`src/rtl/pwm_slave_pkg.sv`:
```
package pwm_slave_pkg;
  localparam int unsigned BUS_AW = 32;
  localparam int unsigned BUS_DW = 32;
  localparam int unsigned BUS_BE = BUS_DW / 8;

  typedef enum logic {
    KIND_PERIOD = 1'b0,
    KIND_DUTY   = 1'b1
  } reg_kind_e;

  typedef struct packed {
    logic      valid;
    reg_kind_e kind;
    logic [7:0] ch;
  } reg_sel_t;

  // big-endian lanes: be[0] steers the most significant byte
  function automatic logic [BUS_DW-1:0] lane_merge(input logic [BUS_DW-1:0] old_v,
                                                   input logic [BUS_DW-1:0] new_v,
                                                   input logic [BUS_BE-1:0] be);
    logic [BUS_DW-1:0] res;
    res = old_v;
    for (int l = 0; l < BUS_BE; l++) begin
      if (be[l]) res[BUS_DW-1-8*l -: 8] = new_v[BUS_DW-1-8*l -: 8];
    end
    return res;
  endfunction
endpackage

```
`src/rtl/pwm_bus_decode.sv`:
```
module pwm_bus_decode
  import pwm_slave_pkg::*;
#(
  parameter logic [31:0] BASE_ADDR = 32'hFFFF_8000,
  parameter logic [31:0] HIGH_ADDR = 32'hFFFF_80FF,
  parameter int unsigned NUM_CH    = 4
) (
  input  logic              sel_i,
  input  logic [BUS_AW-1:0] addr_i,
  output logic              hit_o,
  output reg_sel_t          rsel_o
);
  localparam int unsigned SLOT_W = BUS_AW - 3;
  localparam logic [SLOT_W-1:0] NUM_SLOTS = SLOT_W'(NUM_CH);

  logic [BUS_AW-1:0] off;
  logic [SLOT_W-1:0] slot;

  assign off   = addr_i - BASE_ADDR;
  assign slot  = off[BUS_AW-1:3];
  assign hit_o = sel_i && (addr_i >= BASE_ADDR) && (addr_i <= HIGH_ADDR);

  always_comb begin
    rsel_o.valid = (off[1:0] == 2'b00) && (slot < NUM_SLOTS);
    rsel_o.kind  = off[2] ? KIND_DUTY : KIND_PERIOD;
    rsel_o.ch    = slot[7:0];
  end
endmodule

```
`src/rtl/pwm_regfile.sv`:
```
module pwm_regfile
  import pwm_slave_pkg::*;
#(
  parameter int unsigned NUM_CH = 4,
  parameter int unsigned RES    = 16
) (
  input  logic                         clk_i,
  input  logic                         rst_ni,
  input  logic                         wr_en_i,
  input  reg_sel_t                     rsel_i,
  input  logic [BUS_BE-1:0]            be_i,
  input  logic [BUS_DW-1:0]            wdata_i,
  output logic [BUS_DW-1:0]            rdata_o,
  output logic [NUM_CH-1:0][RES-1:0]   per_o,
  output logic [NUM_CH-1:0][RES-1:0]   duty_o
);
  for (genvar i = 0; i < NUM_CH; i++) begin : g_ch
    logic [BUS_DW-1:0] per_w, duty_w, per_m, duty_m;
    logic              here;

    always_comb begin
      per_w  = '0;
      duty_w = '0;
      per_w[RES-1:0]  = per_o[i];
      duty_w[RES-1:0] = duty_o[i];
    end

    assign per_m  = lane_merge(per_w, wdata_i, be_i);
    assign duty_m = lane_merge(duty_w, wdata_i, be_i);
    assign here   = wr_en_i && rsel_i.valid && (rsel_i.ch == 8'(i));

    always_ff @(posedge clk_i or negedge rst_ni) begin
      if (!rst_ni) begin
        per_o[i]  <= '0;
        duty_o[i] <= '0;
      end else if (here) begin
        if (rsel_i.kind == KIND_PERIOD) per_o[i] <= per_m[RES-1:0];
        else                            duty_o[i] <= duty_m[RES-1:0];
      end
    end
  end

  always_comb begin
    rdata_o = '0;
    for (int i = 0; i < NUM_CH; i++) begin
      if (rsel_i.valid && rsel_i.ch == 8'(i)) begin
        if (rsel_i.kind == KIND_PERIOD) rdata_o[RES-1:0] = per_o[i];
        else                            rdata_o[RES-1:0] = duty_o[i];
      end
    end
  end
endmodule

```
`src/rtl/pwm_channel.sv`:
```
module pwm_channel #(
  parameter int unsigned RES = 16
) (
  input  logic           clk_i,
  input  logic           rst_ni,
  input  logic [RES-1:0] period_i,
  input  logic [RES-1:0] duty_i,
  output logic           pwm_o
);
  logic [RES-1:0] cnt_q;

  // >= so a period lowered below the count still wraps at once
  always_ff @(posedge clk_i or negedge rst_ni) begin
    if (!rst_ni)                cnt_q <= '0;
    else if (cnt_q >= period_i) cnt_q <= '0;
    else                        cnt_q <= cnt_q + 1'b1;
  end

  assign pwm_o = cnt_q < duty_i;

  assert_duty_zero_low_R7: assert property (@(posedge clk_i) disable iff (!rst_ni)
    (duty_i == '0) |-> !pwm_o);
endmodule

```
`src/rtl/pwm_slave_top.sv`:
```
module pwm_slave_top
  import pwm_slave_pkg::*;
#(
  parameter logic [31:0] BASE_ADDR = 32'hFFFF_8000,
  parameter logic [31:0] HIGH_ADDR = 32'hFFFF_80FF,
  parameter int unsigned NUM_CH    = 4,
  parameter int unsigned RES       = 16
) (
  input  logic              clk_i,
  input  logic              rst_ni,
  input  logic              sel_i,
  input  logic              rnw_i,
  input  logic [31:0]       addr_i,
  input  logic [3:0]        be_i,
  input  logic [31:0]       wdata_i,
  output logic [31:0]       rdata_o,
  output logic              xfer_ack_o,
  output logic              err_ack_o,
  output logic              retry_o,
  output logic              tout_sup_o,
  output logic [NUM_CH-1:0] pwm_o
);
  logic                       hit, start, wr_en;
  reg_sel_t                   rsel;
  logic [BUS_DW-1:0]          rd_val, rdata_q;
  logic                       ack_q, err_q;
  logic [NUM_CH-1:0][RES-1:0] per, duty;

  pwm_bus_decode #(
    .BASE_ADDR(BASE_ADDR), .HIGH_ADDR(HIGH_ADDR), .NUM_CH(NUM_CH)
  ) u_dec (
    .sel_i (sel_i),
    .addr_i(addr_i),
    .hit_o (hit),
    .rsel_o(rsel)
  );

  // one idle cycle after each response so a held select is not double-counted
  assign start = hit && !(ack_q || err_q);
  assign wr_en = start && !rnw_i;

  pwm_regfile #(.NUM_CH(NUM_CH), .RES(RES)) u_regs (
    .clk_i  (clk_i),
    .rst_ni (rst_ni),
    .wr_en_i(wr_en),
    .rsel_i (rsel),
    .be_i   (be_i),
    .wdata_i(wdata_i),
    .rdata_o(rd_val),
    .per_o  (per),
    .duty_o (duty)
  );

  always_ff @(posedge clk_i or negedge rst_ni) begin
    if (!rst_ni) begin
      ack_q   <= 1'b0;
      err_q   <= 1'b0;
      rdata_q <= '0;
    end else begin
      ack_q   <= start && rsel.valid;
      err_q   <= start && !rsel.valid;
      rdata_q <= (start && rnw_i && rsel.valid) ? rd_val : '0;
    end
  end

  // OR-combined bus: everything zero unless addressed
  assign xfer_ack_o = ack_q && hit;
  assign err_ack_o  = err_q && hit;
  assign rdata_o    = (ack_q && hit) ? rdata_q : '0;
  assign retry_o    = 1'b0;
  assign tout_sup_o = 1'b0;

  for (genvar c = 0; c < NUM_CH; c++) begin : g_pwm
    pwm_channel #(.RES(RES)) u_ch (
      .clk_i   (clk_i),
      .rst_ni  (rst_ni),
      .period_i(per[c]),
      .duty_i  (duty[c]),
      .pwm_o   (pwm_o[c])
    );
  end

  assert_idle_quiet_R2: assert property (@(posedge clk_i) disable iff (!rst_ni)
    !sel_i |-> (rdata_o == '0 && !xfer_ack_o && !err_ack_o && !retry_o && !tout_sup_o));

  assert_ack_pulse_R3: assert property (@(posedge clk_i) disable iff (!rst_ni)
    xfer_ack_o |=> !xfer_ack_o);

  assert_ack_err_excl_R4: assert property (@(posedge clk_i) disable iff (!rst_ni)
    !(xfer_ack_o && err_ack_o));

  assert_resp_next_R8: assert property (@(posedge clk_i) disable iff (!rst_ni)
    (hit && !xfer_ack_o && !err_ack_o && !$past(xfer_ack_o || err_ack_o))
      |=> (!hit || xfer_ack_o || err_ack_o));
endmodule

```
`config.mk`:
```
export PLATFORM = sky130hd
export DESIGN_NAME = pwm_slave_top
export DESIGN_NICKNAME = d
export VERILOG_FILES = /design/src/rtl/pwm_slave_pkg.sv /design/src/rtl/pwm_bus_decode.sv /design/src/rtl/pwm_regfile.sv /design/src/rtl/pwm_channel.sv /design/src/rtl/pwm_slave_top.sv
export SDC_FILE = /design/constraint.sdc
export NUM_CORES = 1
export LEC_CHECK = 0
export ABC_CLOCK_PERIOD_IN_PS = 5980
export BUFFER_PORTS_ARGS = -buffer_cell sky130_fd_sc_hd__buf_4
export CELL_PAD_IN_SITES_DETAIL_PLACEMENT = 0
export CELL_PAD_IN_SITES_GLOBAL_PLACEMENT = 1
export CORE_MARGIN = 8
export CORE_UTILIZATION = 45
export DETAILED_ROUTE_END_ITERATION = 10
export GPL_TIMING_DRIVEN = 0
export PLACE_DENSITY = 0.74
export SLEW_MARGIN = 20
export SYNTH_ARGS = -nofsm -noshare
export SYNTH_HDL_FRONTEND = slang
export SYNTH_SLANG_ARGS = --single-unit
```
`constraint.sdc`:
```
create_clock -name clk_i -period 5.98 [get_ports clk_i]
set_clock_uncertainty 0.05 [all_clocks]
set_input_delay 1.196 -clock clk_i [delete_from_list [all_inputs] [get_ports clk_i]]
set_output_delay 1.196 -clock clk_i [all_outputs]
set_load 0.02 [all_outputs]
```
# Yosys cells after proc, flatten, opt, wreduce, memory -nomap -nowiden

Index checks and enable logic that the tools add are counted.

Equality and inequality tests: 3
Multiplexer cells: 15
Order comparisons: 11
Bitwise operators: 1
Reductions and logical operators: 42
$add $sub $neg: 5

Operator list:

| kind                                                                   | count |
|---|---|
| 16-bit 2-to-1 mux                                                      | 14 |
| 16-bit by 1-bit adder with 16-bit output (second input constant)       | 4 |
| 16-bit >= comparator                                                   | 4 |
| 16-bit < comparator                                                    | 4 |
| 3-bit AND reduction                                                    | 16 |
| 32-bit >= comparator (second input constant)                           | 1 |
| 32-bit <= comparator (second input constant)                           | 1 |
| 32-bit subtractor (second input constant)                              | 1 |
| 29-bit by 3-bit < comparator with 1-bit output (second input constant) | 1 |
| 1-bit logical AND                                                      | 20 |
| 8-bit by 2-bit equality test with 1-bit output (second input constant) | 2 |
| 8-bit by 1-bit equality test with 1-bit output (second input constant) | 1 |
| 8-bit zero test                                                        | 1 |
| 1-bit zero test                                                        | 3 |
| 2-bit zero test                                                        | 1 |
| 1-bit logical OR                                                       | 1 |
| 1-bit 2-to-1 mux                                                       | 1 |
| 1-bit NOT                                                              | 1 |

Output and inout port bits: 40
Logic and storage cells: 100
Register bits after elaboration: 210

# Logic depth before layout (Yosys ltp)

Depth after elaboration: 9
Depth in mapped cells: 10
Gate-level depth less buffers: 9

# Cells and area by module

From an unflattened synthesis, not the netlist that was laid out.

Cell total of the unflattened synthesis: 1,386
Area total of the unflattened synthesis: 14,187.4 µm²

Modules (own cells, without submodules):

| module         | sequential area each (µm²) | instances | cells an instance | area each (µm²) |
|---|---|---|---|---|
| pwm_channel    | 400.4                      | 4         | 181               | 1,546.5 |
| pwm_regfile    | 3,203.1                    | 1         | 439               | 6,095.8 |
| pwm_slave_top  | 850.8                      | 1         | 155               | 1,462.7 |
| pwm_bus_decode | 0.0                        | 1         | 68                | 442.9 |

# Worst setup path before layout

OpenSTA, ideal clock, no wires.

Path kind: input to output
Start: input port addr_i[19]
End: output port rdata_o[10]
Stages on the path: 6
Required time: 4,734 ps
Path slack: 2,015 ps
Arrival time: 2,719 ps
Path buffers: 1
Cells stage by stage: nand3_2 -> nor4_1 -> nand2_1 -> nor2_1 -> clkbuf_1 -> and3_1

Longest elaborated chain between the ends: 5
Elaborated cells on any way between the ends: 6
Those cells by class: order compare (2); mux (1); reduce/logical (3)

RTL lines:

| element               | line                 | text |
|---|---|---|
| start: declaration    | pwm_slave_top.sv:13  | `input logic [31:0] addr_i,` |
| 32-bit >= comparator  | pwm_bus_decode.sv:21 | `assign hit_o = sel_i && (addr_i >= BASE_ADDR) && (addr_i <= HIGH_ADDR);` |
| 1-bit logical AND     | pwm_bus_decode.sv:21 |  |
| 1-bit logical AND (*) | pwm_bus_decode.sv:21 |  |
| 1-bit logical AND (*) | pwm_slave_top.sv:69  | `assign rdata_o = (ack_q && hit) ? rdata_q : '0;` |
| 16-bit 2-to-1 mux (*) | pwm_slave_top.sv:69  |  |
| end: declaration      | pwm_slave_top.sv:16  | `output logic [31:0] rdata_o,` |

Mark *: on every way between the ends. The rest lies on a longest branch, timed or not.

# Worst setup path in the final report

Start: input port addr_i[19]
End: output port rdata_o[14]

The elaborated chain is that of the path after synthesis.

==> results_tabular.tex <==
\begin{tabular}{lr}
\hline
Metric & Value \\
\hline
\multicolumn{2}{l}{\textbf{Synth}} \\
\quad Sequential cell area fraction in the yosys report & 0.391 \\
\quad Flip-flop and latch count after synthesis & 210 \\
\quad Proportion of register bits with asynchronous set or reset after synthesis & 1.00 \\
\quad Cell area after synthesis & 13500 um2 \\
\quad Average footprint of a synthesized cell & 10.5 um2 \\
\quad Count of mapped cells out of synthesis & 1286 \\
\quad Count of flip-flops with a built-in enable after synthesis & 0 \\
\quad Most common library cells after synthesis & dfrtp\_1 (210), inv\_1 (135), ha\_1 (129), mux2\_2 (122), nor2\_1 (94) \\
\quad Synth area leader & dfrtp\_1 \\
\quad Top post-synthesis cells by area & dfrtp\_1 (39\%), ha\_1 (12\%), mux2\_2 (10\%), inv\_1 (3.8\%), a211oi\_1 (3.4\%) \\
\quad YS warnings & 0 \\
\quad Count leader, synth & dfrtp\_1 \\
\quad Yosys top cell area share & 0.391 \\
\quad Synth unique cells & 60 \\
\quad Flip-flop cell with the highest count after synthesis & dfrtp\_1 \\
\multicolumn{2}{l}{\textbf{Drt}} \\
\quad Post-detailed-route wirelength per cell & 20.1 um \\
\quad Ratio of routed vias to standard cells & 5.48 \\
\quad Vias after detailed routing & 9946 \\
\quad Detailed-route wire length & 36400 um \\
\quad Detailed-route DRC error count & 0 \\
\quad Post-DRT Antenna Nets & 0 \\
\quad Detailed-routing iteration count for the pre-antenna-repair pass & 5 \\
\quad Violation count after the first detailed-routing iteration & 560 \\
\multicolumn{2}{l}{\textbf{CTS}} \\
\quad Clock transition at the registers of the reported paths & 0.06 ns \\
\quad Clock sink count & 210 \\
\quad Number of buffers created by CTS & 26 \\
\quad Buffers from clock root to sink, at most & 3 \\
\quad Clock tree from TritonCTS & built \\
\quad Count of cells resized by post-cts repair & 0 \\
\quad Clock network latency to the later pin of the worst-skew pair & 0.53 ns \\
\quad Hold\_buf cts & 0 \\
\quad H-tree depth & 1 \\
\quad Root cell of the clock tree & clkbuf\_16 \\
\quad Post-CTS setup repair buffer count & 0 \\
\multicolumn{2}{l}{\textbf{Critical path}} \\
\quad Cell-by-cell trace of the critical path & buf\_4, nand3\_2, nor4\_1, nand2\_1, nor2\_1, clkbuf\_1, and3\_1, buf\_4 \\
\quad Slowest cell on the critical path & nor4\_1 \\
\quad Worst Path Required & 4.73 ns \\
\quad Critical R2R Capture & g\_pwm[1].u\_ch.cnt\_q[11]\$\_DFF\_PN0\_ \\
\quad Worst setup path category & input port to output pin \\
\quad Crit path DAT & 3.63 ns \\
\quad Critical Path End Type & output pin \\
\quad Maximum fanout encountered on the critical timing path & 11 \\
\quad Critical R2R Launch & g\_pwm[1].u\_ch.cnt\_q[0]\$\_DFF\_PN0\_ \\
\quad Highest cell delay on the worst timing path & 0.60 ns \\
\quad Startpoint type of the worst setup path & input port \\
\quad FF-to-FF setup slack & 3.23 ns \\
\quad Reg2reg path depth & 10 \\
\quad CP dominant cell by count & buf\_4 \\
\multicolumn{2}{l}{\textbf{Place}} \\
\quad Placement-stage cell area & 14600 um2 \\
\quad DP HPWL & 27400 um \\
\quad Final estimated routing congestion in global placement & 0.856 \\
\quad I/O Buffers & 72 \\
\quad Inst Count DP & 1767 \\
\multicolumn{2}{l}{\textbf{Finish}} \\
\quad Fraction of layout cells with a size suffix above 1 & 0.221 \\
\quad \# nets final & 1606 \\
\quad Post-route insts no fill & 1815 \\
\quad Final Util & 0.526 \\
\quad Synth-to-Final Area Change & 15.6\% \\
\quad Final Instance Area & 15500 um2 \\
\multicolumn{2}{l}{\textbf{Floorplanning}} \\
\quad Placement row count & 63 \\
\quad Horizontal extent of the die & 189 um \\
\quad I/O Pins & 112 \\
\quad Effective utilization at floorplan & 0.455 \\
\quad Die area & 35700 um2 \\
\quad Area inside the core boundary & 29600 um2 \\
\quad Chip height & 189 um \\
\multicolumn{2}{l}{\textbf{GRT}} \\
\quad Vias in the first global route & 10100 \\
\quad Grt peak-use layer & met2 \\
\quad Met3 layer usage reported by global route & 0.0329 \\
\quad Fraction of met1 tracks used by global routing & 0.278 \\
\quad Wire length of the first global-routing pass & 57600 um \\
\quad Met2 capacity usage during global routing & 0.329 \\
\quad GR Util All Layers & 0.203 \\
\quad Largest net degree at the start of global routing & 88 \\
\quad Total global routing overflow & 0 \\
\quad Initial antenna violation count & 0 \\
\multicolumn{2}{l}{\textbf{Status}} \\
\quad Outcome & completed \\
\multicolumn{2}{l}{\textbf{Min path}} \\
\quad Worst hold path endpoint & u\_regs.duty\_o[60]\$\_DFFE\_PN0P\_ \\
\quad Class of the worst hold path & flop to flop \\
\quad Worst hold path cell count & 1 \\
\quad Worst hold start & u\_regs.duty\_o[60]\$\_DFFE\_PN0P\_ \\
\multicolumn{2}{l}{\textbf{STA}} \\
\quad Post-layout min period & 4.87 ns \\
\quad Highest attainable clock frequency & 205 MHz \\
\quad Setup Total Neg Slack & 0 ns \\
\quad Max-slew headroom at the worst pin & 0.417 \\
\quad Total of endpoints with negative setup slack in the final report & 0 \\
\quad Number of max-slew violations in the final report & 0 \\
\quad Actual slew at the worst max-slew pin & 0.874 ns \\
\quad Final period utilization & 0.815 \\
\quad Unrepaired setup endpoints after global routing & false \\
\quad Hold violation count in the final report & 0 \\
\multicolumn{2}{l}{\textbf{Power}} \\
\quad Overall power after layout & 3.32 mW \\
\quad Leakage power & 7.45 nW \\
\quad Power Density & 214 nW/um2 \\
\quad Worst VDD drop & 243 uV \\
\multicolumn{2}{l}{\textbf{Run}} \\
\quad Max-capacitance violation count & 0 \\
\hline
\end{tabular}
-- power by group --
| group | internal [mW] | leakage, nW | switching (mW) | total (mW) |
|---|---|---|---|---|
| clock network | 1.09 | 0.454 | 0.633 | 1.72 |
| logic | 0.0584 | 4.06 | 0.123 | 0.181 |
| registers | 1.42 | 2.94 | 0.000000000315 | 1.42 |
-- through the flow --
| stage | hold slack (ns) | setup WS [ns] |
|---|---|---|
| after floorplan | 0.414 | 2.02 |
| after global placement | 0.427 | 1.16 |
| after detailed placement | 0.433 | 1.10 |
| after CTS | 0.444 | 1.10 |
| after global routing | 0.452 | 0.877 |
| final | 0.441 | 1.11 |
-- routing by layer --
metal / vias up / wire [um]
met5: - / 0
met2: 251 / 16500
met3: 47 / 1970
met4: 0 / 838
li1: 4813 / -
met1: 4835 / 17100
-- state kept, by name, indices dropped and copies added (netlist names) --
name,cells
g_pwm.u_ch.cnt_q,64
rdata_q,16
ack_q,1
u_regs.duty_o,64
u_regs.per_o,64
err_q,1
-- layout make-up --
type / instances / area [um2]
Sequential cell: 210 / 5260
Clock inverter: 11 / 185
Antenna cell: 1 / 2.50
Fill cell: 2725 / 14000
Tap cell: 390 / 488
Buffer: 64 / 370
Inverter: 135 / 507
Timing Repair Buffer: 74 / 603
Multi-Input combinational cell: 894 / 7380
Clock buffer: 36 / 749
-- worst max-delay path, delay by kind of cell --
family        cells  cell delay [ns]
simple gates      5             1.64
buf+inv           3             0.78
-- layout by cell type (no fill, tap or decap), types with 32 or more instances in the layout --
cell type / count
a211oi_1: 61
a21o_1: 47
a21oi_1: 46
and3_1: 32
buf_4: 94
clkbuf_1: 33
dfrtp_1: 210
ha_1: 129
inv_1: 135
mux2_2: 122
mux2i_1: 33
nand2_1: 33
nand3_1: 37
nor2_1: 94
xnor2_1: 33
-- worst max path at each step --
stage | endpoint | slack [ns] | start | depth (start not counted)
2_1_floorplan | rdata_o[10] | 2.02 | addr_i[19] | 6
3_3_place_gp | rdata_o[12] | 1.16 | addr_i[19] | 8
3_5_place_dp | rdata_o[14] | 1.10 | addr_i[19] | 8
4_1_cts | rdata_o[14] | 1.10 | addr_i[19] | 8
5_1_grt | rdata_o[14] | 0.88 | addr_i[19] | 8
6_report | rdata_o[14] | 1.11 | addr_i[19] | 8
-- logic make-up (layout without fill, tap and decap cells) --
kind of cell	count (synthesis)	after routing	share of synthesized area
simple gates	290	290	0.126
compound gates	234	234	0.124
flops	210	210	0.391
buf+inv	199	320	0.0652
mux	162	162	0.134
fa+ha+maj	129	129	0.120
xor+xnor	61	61	0.0397
other cells	1	19	0.000279
Note: power is estimated with default switching activity, not from simulation.
